[config.mk]
export PLATFORM = sky130hd
export DESIGN_NAME = evt_dcnt_group
export DESIGN_NICKNAME = d
export VERILOG_FILES = /design/src/rtl/evt_dcnt_pkg.sv /design/src/rtl/evt_sync_edge.sv /design/src/rtl/evt_src_sel.sv /design/src/rtl/evt_dcnt_chan.sv /design/src/rtl/evt_dcnt_group.sv
export SDC_FILE = /design/constraint.sdc
export NUM_CORES = 1
export LEC_CHECK = 0
export ABC_CLOCK_PERIOD_IN_PS = 3500
export BUFFER_PORTS_ARGS = -buffer_cell sky130_fd_sc_hd__buf_2
export CAP_MARGIN = 10
export CORE_UTILIZATION = 25
export CTS_CLUSTER_DIAMETER = 120
export DETAILED_ROUTE_END_ITERATION = 8
export HOLD_SLACK_MARGIN = 0.1
export PLACE_DENSITY = 0.44
export SYNTH_ARGS = -nofsm -noshare
export SYNTH_HDL_FRONTEND = slang
export SYNTH_SLANG_ARGS = --single-unit
[constraint.sdc]
create_clock -name clk_i -period 3.5 [get_ports clk_i]
set_input_delay 0.7 -clock clk_i [delete_from_list [all_inputs] [get_ports clk_i]]
set_output_delay 0.7 -clock clk_i [all_outputs]
set_load 0.05 [all_outputs]
[src/rtl/evt_dcnt_pkg.sv]
package evt_dcnt_pkg;

  typedef enum logic [1:0] {
    ADDR_MODE = 2'd0,
    ADDR_TMR  = 2'd1,
    ADDR_RUN  = 2'd2,
    ADDR_NONE = 2'd3
  } reg_addr_e;

  typedef enum logic [1:0] {
    POL_FALL = 2'b00,
    POL_RISE = 2'b01,
    POL_BOTH = 2'b10,
    POL_RSVD = 2'b11
  } pol_e;

  localparam logic [1:0] OPM_EVENT = 2'b01;

  // mode byte: [7] rsv, [6] neighbour source, [5:4] rsv, [3:2] edge, [1:0] op mode
  typedef struct packed {
    logic       rsv7;
    logic       src_nbr;
    logic [1:0] rsv54;
    pol_e       pol;
    logic [1:0] opm;
  } mode_t;

endpackage

[src/rtl/evt_sync_edge.sv]
module evt_sync_edge #(
  parameter int STAGES = 2
) (
  input  logic clk_i,
  input  logic rst_ni,
  input  logic pin_i,
  output logic rise_o,
  output logic fall_o
);

  logic [STAGES-1:0] sync_q;
  logic              prev_q;

  always_ff @(posedge clk_i or negedge rst_ni) begin
    if (!rst_ni) begin
      sync_q <= '0;
      prev_q <= 1'b0;
    end else begin
      sync_q <= {sync_q[STAGES-2:0], pin_i};
      prev_q <= sync_q[STAGES-1];
    end
  end

  assign rise_o = sync_q[STAGES-1] & ~prev_q;
  assign fall_o = ~sync_q[STAGES-1] & prev_q;

endmodule

[src/rtl/evt_src_sel.sv]
module evt_src_sel
  import evt_dcnt_pkg::*;
(
  input  logic       rise_i,
  input  logic       fall_i,
  input  logic       nbr_uf_i,
  input  logic       src_nbr_i,
  input  pol_e       pol_i,
  input  logic [1:0] opm_i,
  input  logic       run_i,
  output logic       evt_o
);

  logic pin_evt;
  logic raw_evt;

  always_comb begin
    unique case (pol_i)
      POL_FALL: pin_evt = fall_i;
      POL_RISE: pin_evt = rise_i;
      POL_BOTH: pin_evt = rise_i | fall_i;
      default:  pin_evt = 1'b0;
    endcase
  end

  assign raw_evt = src_nbr_i ? nbr_uf_i : pin_evt;
  assign evt_o   = raw_evt & run_i & (opm_i == OPM_EVENT);

endmodule

[src/rtl/evt_dcnt_chan.sv]
module evt_dcnt_chan #(
  parameter int CW = 16
) (
  input  logic          clk_i,
  input  logic          rst_ni,
  input  logic          evt_i,
  input  logic          run_i,
  input  logic          tmr_we_i,
  input  logic [CW-1:0] tmr_wdata_i,
  output logic [CW-1:0] cnt_o,
  output logic          first_o,
  output logic          uf_o
);

  localparam logic [CW-1:0] ONE = {{(CW-1){1'b0}}, 1'b1};

  logic [CW-1:0] cnt_q, reload_q;
  logic          run_d_q, first_q, uf_q;
  logic          run_rise, at_zero, reload_now, wr_to_cnt;

  assign run_rise   = run_i & ~run_d_q;
  assign at_zero    = (cnt_q == '0);
  assign reload_now = evt_i & at_zero;
  // write reaches counter when halted, before first event, or on a reload edge
  assign wr_to_cnt  = tmr_we_i & (~run_i | ~first_q | run_rise | reload_now);

  always_ff @(posedge clk_i or negedge rst_ni) begin
    if (!rst_ni) begin
      cnt_q    <= '0;
      reload_q <= '0;
      run_d_q  <= 1'b0;
      first_q  <= 1'b0;
      uf_q     <= 1'b0;
    end else begin
      run_d_q <= run_i;
      uf_q    <= reload_now;
      if (evt_i)         first_q <= 1'b1;
      else if (run_rise) first_q <= 1'b0;
      if (tmr_we_i) reload_q <= tmr_wdata_i;
      if (wr_to_cnt)       cnt_q <= tmr_wdata_i;
      else if (reload_now) cnt_q <= reload_q;
      else if (evt_i)      cnt_q <= cnt_q - ONE;
    end
  end

  assign cnt_o   = cnt_q;
  assign first_o = first_q;
  assign uf_o    = uf_q;

endmodule

[src/rtl/evt_dcnt_group.sv]
module evt_dcnt_group
  import evt_dcnt_pkg::*;
#(
  parameter int NUM_CH = 3,
  parameter int CW     = 16,
  parameter int SYNC   = 2,
  parameter int CHW    = (NUM_CH > 1) ? $clog2(NUM_CH) : 1
) (
  input  logic              clk_i,
  input  logic              rst_ni,
  input  logic [NUM_CH-1:0] pin_i,
  input  logic              reg_we_i,
  input  logic [1:0]        reg_addr_i,
  input  logic [CHW-1:0]    reg_ch_i,
  input  logic [CW-1:0]     reg_wdata_i,
  output logic [CW-1:0]     rd_data_o,
  output logic [NUM_CH-1:0] irq_o
);

  localparam logic [CHW-1:0] LAST_CH = CHW'(NUM_CH - 1);

  mode_t [NUM_CH-1:0]         mode_q;
  logic  [NUM_CH-1:0]         run_q;
  logic  [NUM_CH-1:0][CW-1:0] cnt;
  logic  [NUM_CH-1:0]         evt, first_seen, uf, tmr_we;
  logic  [NUM_CH-1:0]         rise, fall;
  logic                       ch_ok;
  reg_addr_e                  addr;

  assign addr  = reg_addr_e'(reg_addr_i);
  assign ch_ok = (reg_ch_i <= LAST_CH);

  always_ff @(posedge clk_i or negedge rst_ni) begin
    if (!rst_ni) begin
      mode_q <= '0;
      run_q  <= '0;
    end else if (reg_we_i) begin
      if (addr == ADDR_RUN) run_q <= reg_wdata_i[NUM_CH-1:0];
      if (addr == ADDR_MODE && ch_ok) mode_q[reg_ch_i] <= mode_t'(reg_wdata_i[7:0]);
    end
  end

  for (genvar g = 0; g < NUM_CH; g++) begin : g_ch
    localparam int NBR = (g == 0) ? NUM_CH - 1 : g - 1;

    assign tmr_we[g] = reg_we_i && (addr == ADDR_TMR) && (reg_ch_i == CHW'(g));

    evt_sync_edge #(.STAGES(SYNC)) u_sync (
      .clk_i (clk_i),
      .rst_ni(rst_ni),
      .pin_i (pin_i[g]),
      .rise_o(rise[g]),
      .fall_o(fall[g])
    );

    evt_src_sel u_sel (
      .rise_i   (rise[g]),
      .fall_i   (fall[g]),
      .nbr_uf_i (uf[NBR]),
      .src_nbr_i(mode_q[g].src_nbr),
      .pol_i    (mode_q[g].pol),
      .opm_i    (mode_q[g].opm),
      .run_i    (run_q[g]),
      .evt_o    (evt[g])
    );

    evt_dcnt_chan #(.CW(CW)) u_chan (
      .clk_i      (clk_i),
      .rst_ni     (rst_ni),
      .evt_i      (evt[g]),
      .run_i      (run_q[g]),
      .tmr_we_i   (tmr_we[g]),
      .tmr_wdata_i(reg_wdata_i),
      .cnt_o      (cnt[g]),
      .first_o    (first_seen[g]),
      .uf_o       (uf[g])
    );
  end

  assign irq_o = uf;

  always_comb begin
    rd_data_o = '0;
    unique case (addr)
      ADDR_MODE: if (ch_ok) rd_data_o = CW'(mode_q[reg_ch_i]);
      ADDR_TMR:  if (ch_ok) rd_data_o = cnt[reg_ch_i];
      ADDR_RUN:  rd_data_o = CW'(run_q);
      default:   rd_data_o = '0;
    endcase
  end

endmodule

==> results.sh, run 1 <==
export IMPL_die_width_um=178.3
export IMPL_grt_overflow=0
export IMPL_rsz0062_at_grt="false"
export IMPL_avgSynthCellArea_um2=8.687
export IMPL_gr_usage_all_layers_pct=17.32
export IMPL_crit_reg2reg_capture="g_ch[0].u_chan.cnt_o[1]"
export IMPL_gr_max_usage_layer="met2"
export IMPL_grt_max_degree=78
export IMPL_vias_per_cell=4.996
export IMPL_postSynthCellCount=894
export IMPL_portBuffers=44
export IMPL_fillers=3269
export IMPL_regArea_mm2=0.003528
export IMPL_grtUsageMet3_pct=3.261
export IMPL_slew_viol_final=0
export IMPL_hold_viol=0
export IMPL_synth_edf_count=0
export IMPL_final_nets=963
export IMPL_path_max_fanout=20
export IMPL_timing_fmax_mhz=335.7
export IMPL_die_area_mm2=0.03177
export IMPL_routedWlPerCell_um=19.50
export IMPL_worst_skew_pair_late_latency_ns=0.42
export IMPL_synth_yosys_seq_area_share_pct=45.43
export IMPL_hold_path_class="input pin to async pin"
export IMPL_routed_wl_um=26050
export IMPL_drc_errors=0
export IMPL_met2_usage_pct=28.10
export IMPL_start_util_pct=25.39
export IMPL_worst_pin_slew_ns=0.7378
export IMPL_peakVddDrop_mv=0.2458
export IMPL_drive_above_1_share_pct=15.11
export IMPL_htreeDepth=4
export IMPL_r2r_start="g_ch[0].u_chan.cnt_o[0]"
export IMPL_grt_pass1_vias=6739
export IMPL_power_density_mw_per_mm2=666.1
export IMPL_via_count=6675
export IMPL_power_internal_w=0.003964
export IMPL_ys_types=55
export IMPL_crit_type="input pin to primary output"
export IMPL_p_comb_share_pct=23.9
export IMPL_post_cts_buffers=0
export IMPL_required_ns=2.80
export IMPL_worstPathArrival_ns=2.28
export IMPL_initialDrtViolationCount=535
export IMPL_antenna_left=0
export IMPL_status="completed"
export IMPL_ys_warn_count=0
export IMPL_syn_area_mm2=0.007766
export IMPL_p_sw_w=0.002107
export IMPL_synth_nets=929
export IMPL_final_hold_worst_slack_ns=0.3161
export IMPL_n_antenna_cell=0
export IMPL_ys_flop_type="dfrtp_1"
export IMPL_maxCapViolations=0
export IMPL_leakagePower_nw=4.068
export IMPL_fin_util_pct=29.79
export IMPL_finalSetupViolCount=0
export IMPL_dp_hpwl_um=18810
export IMPL_root_buffer="clkbuf_16"
export IMPL_die_h_um=178.3
export IMPL_rr_worst_depth=9
export IMPL_p_sw_share_pct=34.71
export IMPL_fp_row_count=64
export IMPL_core_area_mm2=0.03059
export IMPL_async_flop_share_pct=100.0
export IMPL_clockBufferDepth=2
export IMPL_reg2reg_slack_ns=0.64
export IMPL_layout_commonest_cell="nand2_1"
export IMPL_finalPower_w=0.006071
export IMPL_cts_tree="done"
export IMPL_grt_pass1_wl_um=40890
export IMPL_use_met1_pct=23.10
export IMPL_multi_input_area_mm2=0.003928
export IMPL_ys_ff_latch=141
export IMPL_critPathLaunchType="input pin"
export IMPL_antenna_found_initial=0
export IMPL_globalplace_congestion=0.8235
export IMPL_p_clk_share_pct=33.3
export IMPL_cts_resized=0
export IMPL_ctsHoldBuffers=0
export IMPL_clk_pin_slew_ns=0.06
export IMPL_slew_headroom_pct=50.43
export IMPL_period_share_pct=85.12
export IMPL_clock_skew_ns=0.008098
export IMPL_end_kind="primary output"
export IMPL_dr_pass1_iters=7
export IMPL_mostFrequentLayoutCells="nand2_1 (213), dfrtp_1 (141), nor2_1 (83), a21oi_1 (49), buf_2 (43)"
export IMPL_pwr_share_seq_pct=42.7
export IMPL_cts_made_buffers=17
export IMPL_fin_crit_ns=2.979
export IMPL_area_growth_pct=17.35
export IMPL_num_io_pins=45
export IMPL_cts_sinks=141
export IMPL_setup_tns_ns=0
==> worst max-delay path by stage <==
stage / slack (ns) / to / depth (start not counted) / start
3_5_place_dp: 0.55 / rd_data_o[0] / 6 / reg_ch_i[1]
6_report: 0.52 / rd_data_o[2] / 7 / reg_ch_i[1]
2_1_floorplan: 0.23 / rd_data_o[3] / 6 / reg_ch_i[1]
3_3_place_gp: 0.53 / rd_data_o[0] / 6 / reg_ch_i[1]
4_1_cts: 0.52 / rd_data_o[0] / 6 / reg_ch_i[1]
5_1_grt: 0.40 / rd_data_o[2] / 7 / reg_ch_i[1]
==> synthesized netlist by cell type (all sizes together), types with 4 or more instances <==
cell / n / share of area [%]
o21ai: 40 / 2.6
dfrtp: 141 / 45
or3: 5 / 0.40
mux2i: 38 / 4.9
nor2: 84 / 4.2
xnor2: 9 / 1.0
nor4: 17 / 1.5
or4: 8 / 0.82
clkbuf: 35 / 1.7
nand2b: 4 / 0.32
buf: 24 / 1.7
and3: 5 / 0.40
o211ai: 14 / 1.4
o31ai: 10 / 1.1
and2: 9 / 0.72
o22ai: 7 / 0.56
nand2: 213 / 10
a32oi: 17 / 1.9
nor2b: 9 / 0.72
nor3: 24 / 1.5
mux2: 28 / 4.1
a22oi: 13 / 1.3
inv: 17 / 0.82
a21oi: 49 / 3.2
a221o: 5 / 0.64
ha: 9 / 1.5
nand3: 24 / 1.5
nand3b: 4 / 0.39
==> per-stage QoR <==
step           instances  setup WS (ns)  area, um^2
6_report            1336         0.5207        9114
5_1_grt             1336         0.3968        9114
3_3_place_gp        1305         0.5332        8467
4_1_cts             1336         0.5229        9114
3_5_place_dp        1305         0.5457        8467
2_1_floorplan        894         0.2278        7766
==> routing by layer <==
metal / routed length, um / up-vias / share of wire (%)
met4: 602 / 0 / 2.3
met3: 897 / 34 / 3.4
li1: - / 3208 / -
met5: 0 / - / 0
met1: 12280 / 3293 / 47
met2: 12270 / 140 / 47
==> power by group through the flow <==
| stage | sequential [W] | combinational, W | clock [W] |
|---|---|---|---|
| 2_1_floorplan | 0.00238 | 0.00113 | 0 |
| 3_3_place_gp | 0.00262 | 0.00144 | 0 |
| 3_5_place_dp | 0.00261 | 0.00146 | 0 |
| 4_1_cts | 0.00259 | 0.00146 | 0.00207 |
| 5_1_grt | 0.00265 | 0.00166 | 0.00212 |
| 6_report | 0.00260 | 0.00145 | 0.00202 |
==> layout make-up <==
cell class	count	share of cell area (%)
multi-input combinational	677	43.09
sequential	141	38.71
tap	396	5.437
clock buffer	20	5.011
timing repair buffer	74	4.956
clock inverter	11	2.087
inverter	17	0.7002
==> cell families after synthesis <==
family                     share of synthesized area [%]
and+or+nand+nor                                    24.39
AOI/OAI and AO/OA                                  14.29
DFF                                                45.43
buffers and inverters                              4.237
muxes                                              8.958
xor gates and xnor gates                           1.241
adders and majority gates                          1.450
==> state kept, by name, summed over array words and instances (netlist names) <==
signal and cells:
g_ch.u_chan.cnt_o 48, g_ch.u_chan.first_o 3, g_ch.u_chan.reload_q 48, g_ch.u_chan.run_d_q 3, g_ch.u_chan.uf_o 3, g_ch.u_sync.prev_q 3, g_ch.u_sync.sync_q 6, mode_q 24
run_q 3
==> critical path: stages <==
cell     delay, ns
buf_2         0.44
buf_4         0.31
mux2i_1       0.28
nor2_1        0.08
a21oi_1       0.13
o21ai_1       0.09
buf_2         0.23
Note: power is estimated with default switching activity, not from simulation.
==> run 2, diff against run 1 <==
--- a/config.mk
+++ b/config.mk
@@ -6,7 +6,7 @@
 export NUM_CORES = 1
 export LEC_CHECK = 0
 export ABC_CLOCK_PERIOD_IN_PS = 3500
-export BUFFER_PORTS_ARGS = -buffer_cell sky130_fd_sc_hd__buf_2
+export BUFFER_PORTS_ARGS = -buffer_cell sky130_fd_sc_hd__buf_4
 export CAP_MARGIN = 10
 export CORE_UTILIZATION = 25
 export CTS_CLUSTER_DIAMETER = 120
==> results.sh, run 2 (synthesis results as in run 1) <==
export IMPL_p_sw_w=0.002140
export IMPL_required_ns=2.80
export IMPL_routed_wl_um=27200
export IMPL_cts_sinks=141
export IMPL_area_growth_pct=18.88
export IMPL_drive_above_1_share_pct=14.76
export IMPL_fin_util_pct=30.18
export IMPL_ctsHoldBuffers=0
export IMPL_layout_commonest_cell="nand2_1"
export IMPL_via_count=6675
export IMPL_clock_skew_ns=0.01220
export IMPL_worst_skew_pair_late_latency_ns=0.43
export IMPL_root_buffer="clkbuf_16"
export IMPL_gr_max_usage_layer="met2"
export IMPL_hold_viol=0
export IMPL_cts_tree="done"
export IMPL_critPathLaunchType="input pin"
export IMPL_clk_pin_slew_ns=0.06
export IMPL_htreeDepth=4
export IMPL_gr_usage_all_layers_pct=17.82
export IMPL_leakagePower_nw=4.084
export IMPL_met2_usage_pct=29.09
export IMPL_p_clk_share_pct=34.4
export IMPL_slew_viol_final=0
export IMPL_end_kind="primary output"
export IMPL_pwr_share_seq_pct=41.6
export IMPL_drc_errors=0
export IMPL_p_comb_share_pct=24.1
export IMPL_grt_pass1_wl_um=41720
export IMPL_period_share_pct=86.63
export IMPL_final_nets=957
export IMPL_r2r_start="g_ch[0].u_chan.cnt_o[0]"
export IMPL_reg2reg_slack_ns=0.58
export IMPL_globalplace_congestion=0.8289
export IMPL_grt_max_degree=72
export IMPL_rr_worst_depth=7
export IMPL_power_internal_w=0.004101
export IMPL_grt_pass1_vias=6677
export IMPL_portBuffers=44
export IMPL_dr_pass1_iters=5
export IMPL_die_h_um=178.3
export IMPL_maxCapViolations=0
export IMPL_crit_type="input pin to primary output"
export IMPL_peakVddDrop_mv=0.2283
export IMPL_slew_headroom_pct=54.66
export IMPL_start_util_pct=25.39
export IMPL_path_max_fanout=28
export IMPL_cts_resized=0
export IMPL_setup_tns_ns=0
export IMPL_p_sw_share_pct=34.29
export IMPL_power_density_mw_per_mm2=675.9
export IMPL_timing_fmax_mhz=329.8
export IMPL_finalSetupViolCount=0
export IMPL_grtUsageMet3_pct=3.666
export IMPL_fp_row_count=64
export IMPL_cts_made_buffers=17
export IMPL_vias_per_cell=5.015
export IMPL_worstPathArrival_ns=2.33
export IMPL_num_io_pins=45
export IMPL_post_cts_buffers=0
export IMPL_fin_crit_ns=3.032
export IMPL_initialDrtViolationCount=614
export IMPL_clockBufferDepth=2
export IMPL_use_met1_pct=23.19
export IMPL_n_antenna_cell=0
export IMPL_hold_path_class="input pin to async pin"
export IMPL_rsz0062_at_grt="false"
export IMPL_routedWlPerCell_um=20.44
export IMPL_dp_hpwl_um=19100
export IMPL_antenna_left=0
export IMPL_crit_reg2reg_capture="g_ch[0].u_chan.cnt_o[8]"
export IMPL_die_area_mm2=0.03177
export IMPL_antenna_found_initial=0
export IMPL_grt_overflow=0
export IMPL_mostFrequentLayoutCells="nand2_1 (213), dfrtp_1 (141), nor2_1 (83), buf_4 (66), a21oi_1 (49)"
export IMPL_core_area_mm2=0.03059
export IMPL_worst_pin_slew_ns=0.6739
export IMPL_status="completed"
export IMPL_die_width_um=178.3
-- run 2: cell types whose count changed in the layout (fill, tap and decap cells not counted), moves of 2 or more --
cell,before,now
buf_2,43,0
buf_4,30,66
clkbuf_8,2,4
clkinv_4,2,0
-- run 2: worst max-delay path, stage by stage --
cell	delay, ns
buf_4	0.25
a21oi_1	0.27
nor2b_1	0.50
a22oi_1	0.16
o21ai_1	0.18
buf_4	0.24
-- run 2: worst max path at each step --
stage	endpoint	slack, ns	cells past startpoint	from
2_1_floorplan	rd_data_o[3]	0.23	6	reg_ch_i[1]
3_3_place_gp	rd_data_o[1]	0.49	6	reg_ch_i[1]
3_5_place_dp	rd_data_o[1]	0.49	6	reg_ch_i[1]
4_1_cts	rd_data_o[1]	0.48	6	reg_ch_i[1]
5_1_grt	rd_data_o[1]	0.35	6	reg_ch_i[1]
6_report	rd_data_o[2]	0.47	6	reg_ch_i[1]
-- run 2: stage by stage --
step | setup WS (ns) | cells | power [W] | instance area, um^2 | hold slack [ns]
global route | 0.3469 | 1331 | 0.006598 | 9233 | 0.1860
detailed placement | 0.4868 | 1299 | 0.004115 | 8542 | 0.3347
global placement | 0.4928 | 1299 | 0.004104 | 8542 | 0.3351
floorplan | 0.2278 | 894 | 0.003512 | 7766 | 0.3312
CTS | 0.4842 | 1331 | 0.006277 | 9233 | 0.1781
finish | 0.4681 | 1331 | 0.006241 | 9233 | 0.1773
-- run 2: cell type report --
cell class                      count  area (um^2)
Multi-Input combinational cell    677         3928
Sequential cell                   141         3528
Clock inverter                     11        210.2
Fill cell                        3255        21360
Clock buffer                       21        480.5
Tap cell                          396        495.5
Inverter                           17        63.81
Timing Repair Buffer               68        526.8
-- run 2: power groups by stage --
| stage | sequential (W) | clock [W] | combinational (W) |
|---|---|---|---|
| after floorplan | 0.00238 | 0 | 0.00113 |
| after global placement | 0.00262 | 0 | 0.00149 |
| after detailed placement | 0.00261 | 0 | 0.00150 |
| after CTS | 0.00259 | 0.00218 | 0.00151 |
| after global routing | 0.00265 | 0.00226 | 0.00169 |
| final | 0.00259 | 0.00214 | 0.00150 |
-- run 2: routing by layer --
| metal | vias to the layer above | part of all wire (%) |
|---|---|---|
| li1 | 3212 | - |
| met1 | 3272 | 45 |
| met2 | 154 | 48 |
| met3 | 37 | 4.2 |
| met4 | 0 | 2.7 |
| met5 | - | 0 |
==> run 3, diff against run 2 <==
--- a/config.mk
+++ b/config.mk
@@ -9,6 +9,7 @@
 export BUFFER_PORTS_ARGS = -buffer_cell sky130_fd_sc_hd__buf_4
 export CAP_MARGIN = 10
 export CORE_UTILIZATION = 25
+export CTS_BUF_LIST = sky130_fd_sc_hd__clkbuf_4 sky130_fd_sc_hd__clkbuf_8
 export CTS_CLUSTER_DIAMETER = 120
 export DETAILED_ROUTE_END_ITERATION = 8
 export HOLD_SLACK_MARGIN = 0.1
==> results.sh, run 3 (synthesis results as in run 1) <==
export IMPL_status="completed"
export IMPL_cts_made_buffers=17
export IMPL_power_density_mw_per_mm2=636.0
export IMPL_hold_viol=0
export IMPL_clk_pin_slew_ns=0.08
export IMPL_area_growth_pct=16.42
export IMPL_die_h_um=178.3
export IMPL_worstPathArrival_ns=2.31
export IMPL_grt_max_degree=72
export IMPL_use_met1_pct=23.27
export IMPL_dp_hpwl_um=19100
export IMPL_worst_skew_pair_late_latency_ns=0.46
export IMPL_cts_tree="done"
export IMPL_htreeDepth=4
export IMPL_post_cts_buffers=0
export IMPL_design_area_mm2=0.009041
export IMPL_grt_pass1_wl_um=41610
export IMPL_dr_pass1_iters=5
export IMPL_path_max_fanout=28
export IMPL_cts_resized=0
export IMPL_peakVddDrop_mv=0.1901
export IMPL_n_antenna_cell=0
export IMPL_fin_crit_ns=3.015
export IMPL_clock_skew_ns=0.01171
export IMPL_crit_top_cell="buf_4"
export IMPL_cts_sinks=141
export IMPL_crit_type="input pin to primary output"
export IMPL_routedWlPerCell_um=20.20
export IMPL_crit_chain="buf_4, a21oi_1, nor2b_1, a22oi_1, o21ai_1, buf_4"
export IMPL_rsz0062_at_grt="false"
export IMPL_maxCapViolations=0
export IMPL_worst_pin_slew_ns=0.6738
export IMPL_slew_viol_final=0
export IMPL_end_kind="primary output"
export IMPL_critPathMaxStageDelay_ns=0.51
export IMPL_final_nets=957
export IMPL_finalWorstSetupSlack_ns=0.4853
export IMPL_met2_usage_pct=28.86
export IMPL_setup_tns_ns=0
export IMPL_dp_slack_ns=0.4868
export IMPL_die_width_um=178.3
export IMPL_gr_usage_all_layers_pct=17.79
export IMPL_core_area_mm2=0.03059
export IMPL_drive_above_1_share_pct=14.76
export IMPL_num_io_pins=45
export IMPL_slew_headroom_pct=55.08
export IMPL_layout_commonest_cell="nand2_1"
export IMPL_via_count=6685
export IMPL_vias_per_cell=5.023
export IMPL_critPathBufInv=2
export IMPL_placed_cell_area_mm2=0.008542
export IMPL_fp_row_count=64
export IMPL_leakagePower_nw=3.997
export IMPL_timing_fmax_mhz=331.7
export IMPL_required_ns=2.80
export IMPL_portBuffers=44
export IMPL_path_delay_family="compound AO/OA/AOI/OAI gates"
export IMPL_hold_path_class="input pin to async pin"
export IMPL_start_util_pct=25.39
export IMPL_routed_wl_um=26890
export IMPL_clockBufferDepth=2
export IMPL_period_share_pct=86.14
export IMPL_antenna_found_initial=0
export IMPL_die_area_mm2=0.03177
export IMPL_critPathLaunchType="input pin"
export IMPL_slowest_stage="nor2b_1"
export IMPL_finalSetupViolCount=0
export IMPL_globalplace_congestion=0.8289
export IMPL_fin_util_pct=29.56
export IMPL_ctsHoldBuffers=0
export IMPL_antenna_left=0
export IMPL_gr_max_usage_layer="met2"
export IMPL_initialDrtViolationCount=526
export IMPL_grt_overflow=0
export IMPL_mostFrequentLayoutCells="nand2_1 (213), dfrtp_1 (141), nor2_1 (83), buf_4 (66), a21oi_1 (49)"
export IMPL_grt_pass1_vias=6642
export IMPL_root_buffer="clkbuf_8"
export IMPL_drc_errors=0
export IMPL_grtUsageMet3_pct=3.602
[run 3: path summary, 6_finish.rpt]
kind,to,cells past startpoint,slack (ns),start
worst max-delay path,rd_data_o[2],6,0.49,reg_ch_i[1]
worst min-delay path,mode_q[14],1,0.14,rst_ni
worst max register to register,g_ch[0].u_chan.cnt_o[2],7,0.58,g_ch[0].u_chan.cnt_o[0]
worst min register to register,g_ch[2].u_sync.sync_q[1],0,0.36,g_ch[2].u_sync.sync_q[0]
max in group asynchronous,mode_q[1],2,2.55,rst_ni
min in group clk_i,g_ch[0].u_sync.sync_q[0],1,0.34,pin_i[0]
[run 3: per-layer routing]
metal | share of wire (%) | routed length, um | up-vias
li1 | - | - | 3209
met1 | 45 | 12090 | 3237
met2 | 47 | 12680 | 197
met3 | 5.0 | 1349 | 42
met4 | 2.9 | 779 | 0
met5 | 0 | 0 | -
[run 3: cell type report]
cell class | instances | area [um^2]
Clock buffer | 21 | 289.0
Clock inverter | 11 | 210.2
Sequential cell | 141 | 3528
Inverter | 17 | 63.81
Fill cell | 3274 | 21550
Multi-Input combinational cell | 677 | 3928
Timing Repair Buffer | 68 | 526.8
Tap cell | 396 | 495.5
[run 3: power by group]
part | internal (W) | switching [W] | total [W]
sequential | 0.00204 | 0.000545 | 0.00259
combinational | 0.000644 | 0.000852 | 0.00150
clock | 0.000994 | 0.000673 | 0.00167
total | 0.00368 | 0.00207 | 0.00575
[run 3: per-stage QoR]
stage	power (W)	cells	hold WS, ns
2_1_floorplan	0.003512	894	0.3312
3_3_place_gp	0.004104	1299	0.3351
3_5_place_dp	0.004115	1299	0.3347
4_1_cts	0.005796	1331	0.1260
5_1_grt	0.006117	1331	0.1420
6_report	0.005750	1331	0.1404
